--- config.mk ---
export PLATFORM = sky130hd
export DESIGN_NAME = irq_gate_top
export DESIGN_NICKNAME = d
export VERILOG_FILES = /design/src/rtl/irq_gate_pkg.sv /design/src/rtl/irq_pend_bank.sv /design/src/rtl/irq_mask_regs.sv /design/src/rtl/irq_out_stage.sv /design/src/rtl/irq_gate_top.sv
export SDC_FILE = /design/constraint.sdc
export NUM_CORES = 1
export LEC_CHECK = 0
export CAP_MARGIN = 20
export CORE_UTILIZATION = 41
export CTS_CLUSTER_SIZE = 25
export DETAILED_ROUTE_END_ITERATION = 7
export PLACE_DENSITY = 0.82
export SETUP_SLACK_MARGIN = 0.5
export SYNTH_ARGS = -nofsm -noshare
export SYNTH_HDL_FRONTEND = slang
export SYNTH_HIERARCHICAL = 1
export SYNTH_SLANG_ARGS = --single-unit
--- constraint.sdc ---
create_clock -name clk -period 2 [get_ports clk]
set_clock_uncertainty 0.15 [all_clocks]
set_input_delay 0.3 -clock clk [delete_from_list [all_inputs] [get_ports clk]]
set_output_delay 0.3 -clock clk [all_outputs]
set_load 0.005 [all_outputs]
--- src/rtl/irq_gate_pkg.sv ---
package irq_gate_pkg;
    localparam int unsigned SRC_NUM = 6;
    localparam int unsigned GCMD_W  = 2;

    typedef enum logic [GCMD_W-1:0] {
        GCMD_NOP    = 2'b00,
        GCMD_MASK   = 2'b01,
        GCMD_UNMASK = 2'b10,
        GCMD_RSVD   = 2'b11
    } gcmd_e;
endpackage

--- src/rtl/irq_pend_bank.sv ---
module irq_pend_bank #(
    parameter int unsigned N = 6
) (
    input  logic         clk,
    input  logic         rst_n,
    input  logic [N-1:0] req_i,
    input  logic [N-1:0] ack_i,
    output logic [N-1:0] pend_o
);
    typedef struct packed {
        logic [N-1:0] pend;
    } pend_st_t;

    pend_st_t st_d, st_q;

    always_comb begin
        st_d = st_q;
        for (int i = 0; i < N; i++) begin
            // a request wins over a same-cycle acknowledge
            st_d.pend[i] = req_i[i] | (st_q.pend[i] & ~ack_i[i]);
        end
    end

    always_ff @(posedge clk or negedge rst_n) begin
        if (!rst_n) st_q <= '0;
        else        st_q <= st_d;
    end

    assign pend_o = st_q.pend;

    for (genvar g = 0; g < N; g++) begin : g_chk
        p_req_sets_r2: assert property (@(posedge clk) disable iff (!rst_n)
            req_i[g] |=> pend_o[g]);
        p_ack_clears_r3: assert property (@(posedge clk) disable iff (!rst_n)
            (ack_i[g] && !req_i[g]) |=> !pend_o[g]);
        p_hold_r2: assert property (@(posedge clk) disable iff (!rst_n)
            (pend_o[g] && !ack_i[g]) |=> pend_o[g]);
    end
endmodule

--- src/rtl/irq_mask_regs.sv ---
module irq_mask_regs
    import irq_gate_pkg::*;
#(
    parameter int unsigned N = 6
) (
    input  logic              clk,
    input  logic              rst_n,
    input  logic              imask_we_i,
    input  logic [N-1:0]      imask_wdata_i,
    input  logic              gcmd_valid_i,
    input  logic [GCMD_W-1:0] gcmd_code_i,
    input  logic              in_service_i,
    output logic [N-1:0]      imask_o,
    output logic              gmask_o
);
    typedef struct packed {
        logic [N-1:0] imask;
        logic         gmask;
    } mask_st_t;

    mask_st_t st_d, st_q;
    logic     cmd_ok;

    assign cmd_ok = gcmd_valid_i & ~in_service_i;

    always_comb begin
        st_d = st_q;
        if (imask_we_i) st_d.imask = imask_wdata_i;
        if (cmd_ok) begin
            case (gcmd_e'(gcmd_code_i))
                GCMD_MASK:   st_d.gmask = 1'b1;
                GCMD_UNMASK: st_d.gmask = 1'b0;
                default:     st_d.gmask = st_q.gmask;
            endcase
        end
    end

    always_ff @(posedge clk or negedge rst_n) begin
        if (!rst_n) begin
            st_q.imask <= '1;
            st_q.gmask <= 1'b0;
        end else begin
            st_q <= st_d;
        end
    end

    assign imask_o = st_q.imask;
    assign gmask_o = st_q.gmask;

    p_busy_hold_r10: assert property (@(posedge clk) disable iff (!rst_n)
        in_service_i |=> $stable(gmask_o));
    p_mask_cmd_r6: assert property (@(posedge clk) disable iff (!rst_n)
        (gcmd_valid_i && !in_service_i && gcmd_code_i == 2'b01) |=> gmask_o);
    p_unmask_cmd_r6: assert property (@(posedge clk) disable iff (!rst_n)
        (gcmd_valid_i && !in_service_i && gcmd_code_i == 2'b10) |=> !gmask_o);
    p_imask_keep_r9: assert property (@(posedge clk) disable iff (!rst_n)
        !imask_we_i |=> $stable(imask_o));
endmodule

--- src/rtl/irq_out_stage.sv ---
module irq_out_stage #(
    parameter int unsigned N = 6
) (
    input  logic         clk,
    input  logic         rst_n,
    input  logic [N-1:0] pend_i,
    input  logic [N-1:0] imask_i,
    input  logic         gmask_i,
    output logic         irq_o
);
    typedef struct packed {
        logic irq;
    } out_st_t;

    out_st_t      st_d, st_q;
    logic [N-1:0] live;

    for (genvar g = 0; g < N; g++) begin : g_live
        assign live[g] = pend_i[g] & ~imask_i[g];
    end

    always_comb begin
        st_d     = st_q;
        st_d.irq = (|live) & ~gmask_i;
    end

    always_ff @(posedge clk or negedge rst_n) begin
        if (!rst_n) st_q <= '0;
        else        st_q <= st_d;
    end

    assign irq_o = st_q.irq;

    p_gmask_blocks_r7: assert property (@(posedge clk) disable iff (!rst_n)
        gmask_i |=> !irq_o);
    p_quiet_r5: assert property (@(posedge clk) disable iff (!rst_n)
        (pend_i == '0) |=> !irq_o);
endmodule

--- src/rtl/irq_gate_top.sv ---
module irq_gate_top
    import irq_gate_pkg::*;
#(
    parameter int unsigned N = SRC_NUM
) (
    input  logic              clk,
    input  logic              rst_n,
    input  logic [N-1:0]      req_i,
    input  logic [N-1:0]      ack_i,
    input  logic              imask_we_i,
    input  logic [N-1:0]      imask_wdata_i,
    input  logic              gcmd_valid_i,
    input  logic [GCMD_W-1:0] gcmd_code_i,
    input  logic              in_service_i,
    output logic [N-1:0]      pend_o,
    output logic              irq_o
);
    logic [N-1:0] imask;
    logic         gmask;

    irq_pend_bank #(.N(N)) pend_i (
        .clk(clk), .rst_n(rst_n), .req_i(req_i), .ack_i(ack_i), .pend_o(pend_o)
    );

    irq_mask_regs #(.N(N)) mask_i (
        .clk(clk), .rst_n(rst_n),
        .imask_we_i(imask_we_i), .imask_wdata_i(imask_wdata_i),
        .gcmd_valid_i(gcmd_valid_i), .gcmd_code_i(gcmd_code_i),
        .in_service_i(in_service_i),
        .imask_o(imask), .gmask_o(gmask)
    );

    irq_out_stage #(.N(N)) out_i (
        .clk(clk), .rst_n(rst_n), .pend_i(pend_o), .imask_i(imask),
        .gmask_i(gmask), .irq_o(irq_o)
    );

    p_irq_needs_pend_r5: assert property (@(posedge clk) disable iff (!rst_n)
        irq_o |-> $past(|pend_o));
endmodule

==> impl_metrics.tcl <==
set metrics [dict create \
    status "complete, no violations" \
    seq_area_frac_synth 0.570 \
    synth_cell_types 15 \
    grt_pass1_wl_mm 1.93 \
    max_slew_margin 0.582 \
    clock_sinks 14 \
    cp_num_buf_inv 1 \
    grt_remaining_overflow 0 \
    synth_top_area_share 0.319 \
    hold_path_class "in -> async" \
    placed_cell_area_um2 946 \
    finalWeightedCongestion 0.652 \
    tightest_slew_ps 625 \
    numCtsBuffers 3 \
    wl_met1_um 499 \
    drc 0 \
    worstPathCellList "dlygate4sd2_1" \
    rsz0062_at_grt "no" \
    routedWlPerCell_um 13.1 \
    first_iter_violations 5 \
    cp.required_ps 1550 \
    synth_area_leader_cell "dfrtp_1" \
    power_density_nw_per_um2 657 \
    layout.nets 112 \
    die_w_um 41.1 \
    syn_nets 72 \
    syn_inst 46 \
    root_buffer "clkbuf_4" \
    antenna_found_initial 0 \
    crit_fanout 2 \
    diodes 0 \
    crit_family "flip-flops" \
    cts_tree "yes" \
    drive_gt1_frac 0.306 \
    initial_core_util 0.460 \
    stdcell_area_um2 1030 \
    worstSkewPairLatency_ps 270 \
    die_h_um 41.1 \
    end_kind "primary output" \
    fin_crit_ps 1390 \
    setup_tns_ps 0 \
    wl_met2_um 713 \
    core_area_um2 1370 \
    ys.warnings.count 6 \
    fmaxAchievable_ghz 0.721 \
    drt_pass1_iterations 4 \
    topRoutingLayerUsed "met3" \
    path_class "reg -> out" \
    seqCellArea_um2 358 \
    clock_path_buffers 2 \
    dpl_worst_slack_ps 263 \
    fin_ws_ps 612 \
    cts_hold_buf 0 \
    die_area_um2 1690 \
    antenna_left 0 \
    via_per_inst 4.80 \
    crit_path_start_kind "flop" \
    maxCapViolations 0 \
    grt_pass1_vias 482 \
    multiInputGateArea_um2 243 \
    yosys-top-cells-area "dfrtp_1, dfstp_2, mux2_4" \
    htreeDepth 1 \
    clk_pin_slew_worst_paths_ps 90 \
    grt_max_degree 15 \
    ir_drop_uv 465 \
    hpwlAfterDp_um 952 \
    num_io_pins 32 \
    num-fill-cells 99 \
    syn_area_um2 628 \
    vias 480 \
    finalSetupViolations 0 \
    arrival_ps 940 \
    track_usage 0.180 \
    io_buffers 31 \
    leakage_nw 0.494 \
    drt-total-wl_mm 1.31 \
    wl_met3_um 93 \
    final-hold-violation-count 0 \
    max_stage_delay_ps 390 \
    period_share 0.694 \
    synth_area_per_cell_um2 13.7 \
    critPathSlowestCell "dfrtp_1" \
    area_growth_pct 64.3 \
    rows 13 \
    slew_viol_final 0 \
    yosys_register_bits 14 \
]
==> synth_stat cells <==
cell type and instances:
nand2b_1 2, mux2i_1 1, a31oi_1 1, buf_6 1, dfstp_2 6, a2111oi_2 1, inv_1 8, inv_2 1
mux2_4 6, nor3b_1 1, dfrtp_1 8, ha_1 1, a21o_1 6, nor2b_4 1, nor2b_1 2
==> path summary, 6_finish.rpt <==
check | startpoint | end | slack, ps | cells past startpoint
worst min register to register | mask_i/gmask_o | out_i/irq_o | 300 | 1
min in group clk | mask_i/gmask_o | out_i/irq_o | 300 | 1
worst max-delay path | pend_i/pend_o[1] | pend_o[1] | 610 | 1
max in group asynchronous | rst_n | pend_i/pend_o[2] | 1040 | 1
worst min-delay path | rst_n | mask_i/gmask_o | 260 | 1
worst max register to register | pend_i/pend_o[4] | out_i/irq_o | 620 | 4
==> repair_timing <==
action / 4_1_cts / 5_1_grt
pin swaps: 0 / 2
buffers inserted: 5 / 0
endpoints found under the hold margin: 0 / 0
gates resized for setup: 6 / 3
setup endpoints to repair: 7 / 2
==> cell usage in the layout, fill, tap and decap left out <==
master           Yosys  final
inv_1                8      8
buf_4                0      5
mux2i_1              1      1
nand2b_1             2      2
a21o_1               6      6
dlygate4sd2_1        0      6
nor2b_1              2      2
clkdlybuf4s50_1      0     24
nor2b_4              1      1
dfrtp_1              8      8
clkbuf_8             0      1
a31oi_1              1      1
clkbuf_4             0      3
dfstp_2              6      6
a2111oi_2            1      1
ha_4                 0      1
nor3b_2              0      1
mux2_4               6      6
inv_2                1      1
dlymetal6s2s_1       0      1
==> registers in the layout (all words and copies together), names as in the netlist <==
name,cells
pend_i/pend_o,6
mask_i/imask_o,6
mask_i/gmask_o,1
out_i/irq_o,1
==> final cells by class <==
class                   count  area share
well taps                  15      0.0182
clock buffers               4      0.0352
inverters                   9      0.0327
repair buffers             36       0.332
multi-input cells          22       0.235
flip-flops and latches     14       0.347
==> metal layers <==
metal	track usage	vias up
met3	0.0489	0
li1	-	227
met1	0.200	230
met5	0	-
met4	0.0484	0
met2	0.332	23
==> kinds of logic (layout without fill, tap and decap cells) <==
| family | count (synthesis) | after routing | synth area share |
|---|---|---|---|
| flops | 14 | 14 | 0.570 |
| buf+inv | 10 | 49 | 0.0717 |
| compound gates | 8 | 8 | 0.106 |
| mux | 7 | 7 | 0.159 |
| simple gates | 6 | 6 | 0.0737 |
| fa+ha+maj | 1 | 1 | 0.0199 |
==> stage by stage <==
stage / hold slack [ps] / cells / total power [mW] / utilization
3_3_place_gp: 277 / 91 / 0.475 / 0.692
4_1_cts: 280 / 100 / 0.682 / 0.741
5_1_grt: 288 / 100 / 0.717 / 0.755
2_1_floorplan: -146 / 46 / 0.395 / -
6_report: 262 / 100 / 0.678 / 0.755
3_5_place_dp: 289 / 91 / 0.480 / 0.692
==> power by group <==
group | switching [mW] | internal, mW
sequential | 0.0155 | 0.320
combinational | 0.0438 | 0.100
clock | 0.0880 | 0.110
Note: power is estimated with default switching activity, not from simulation.
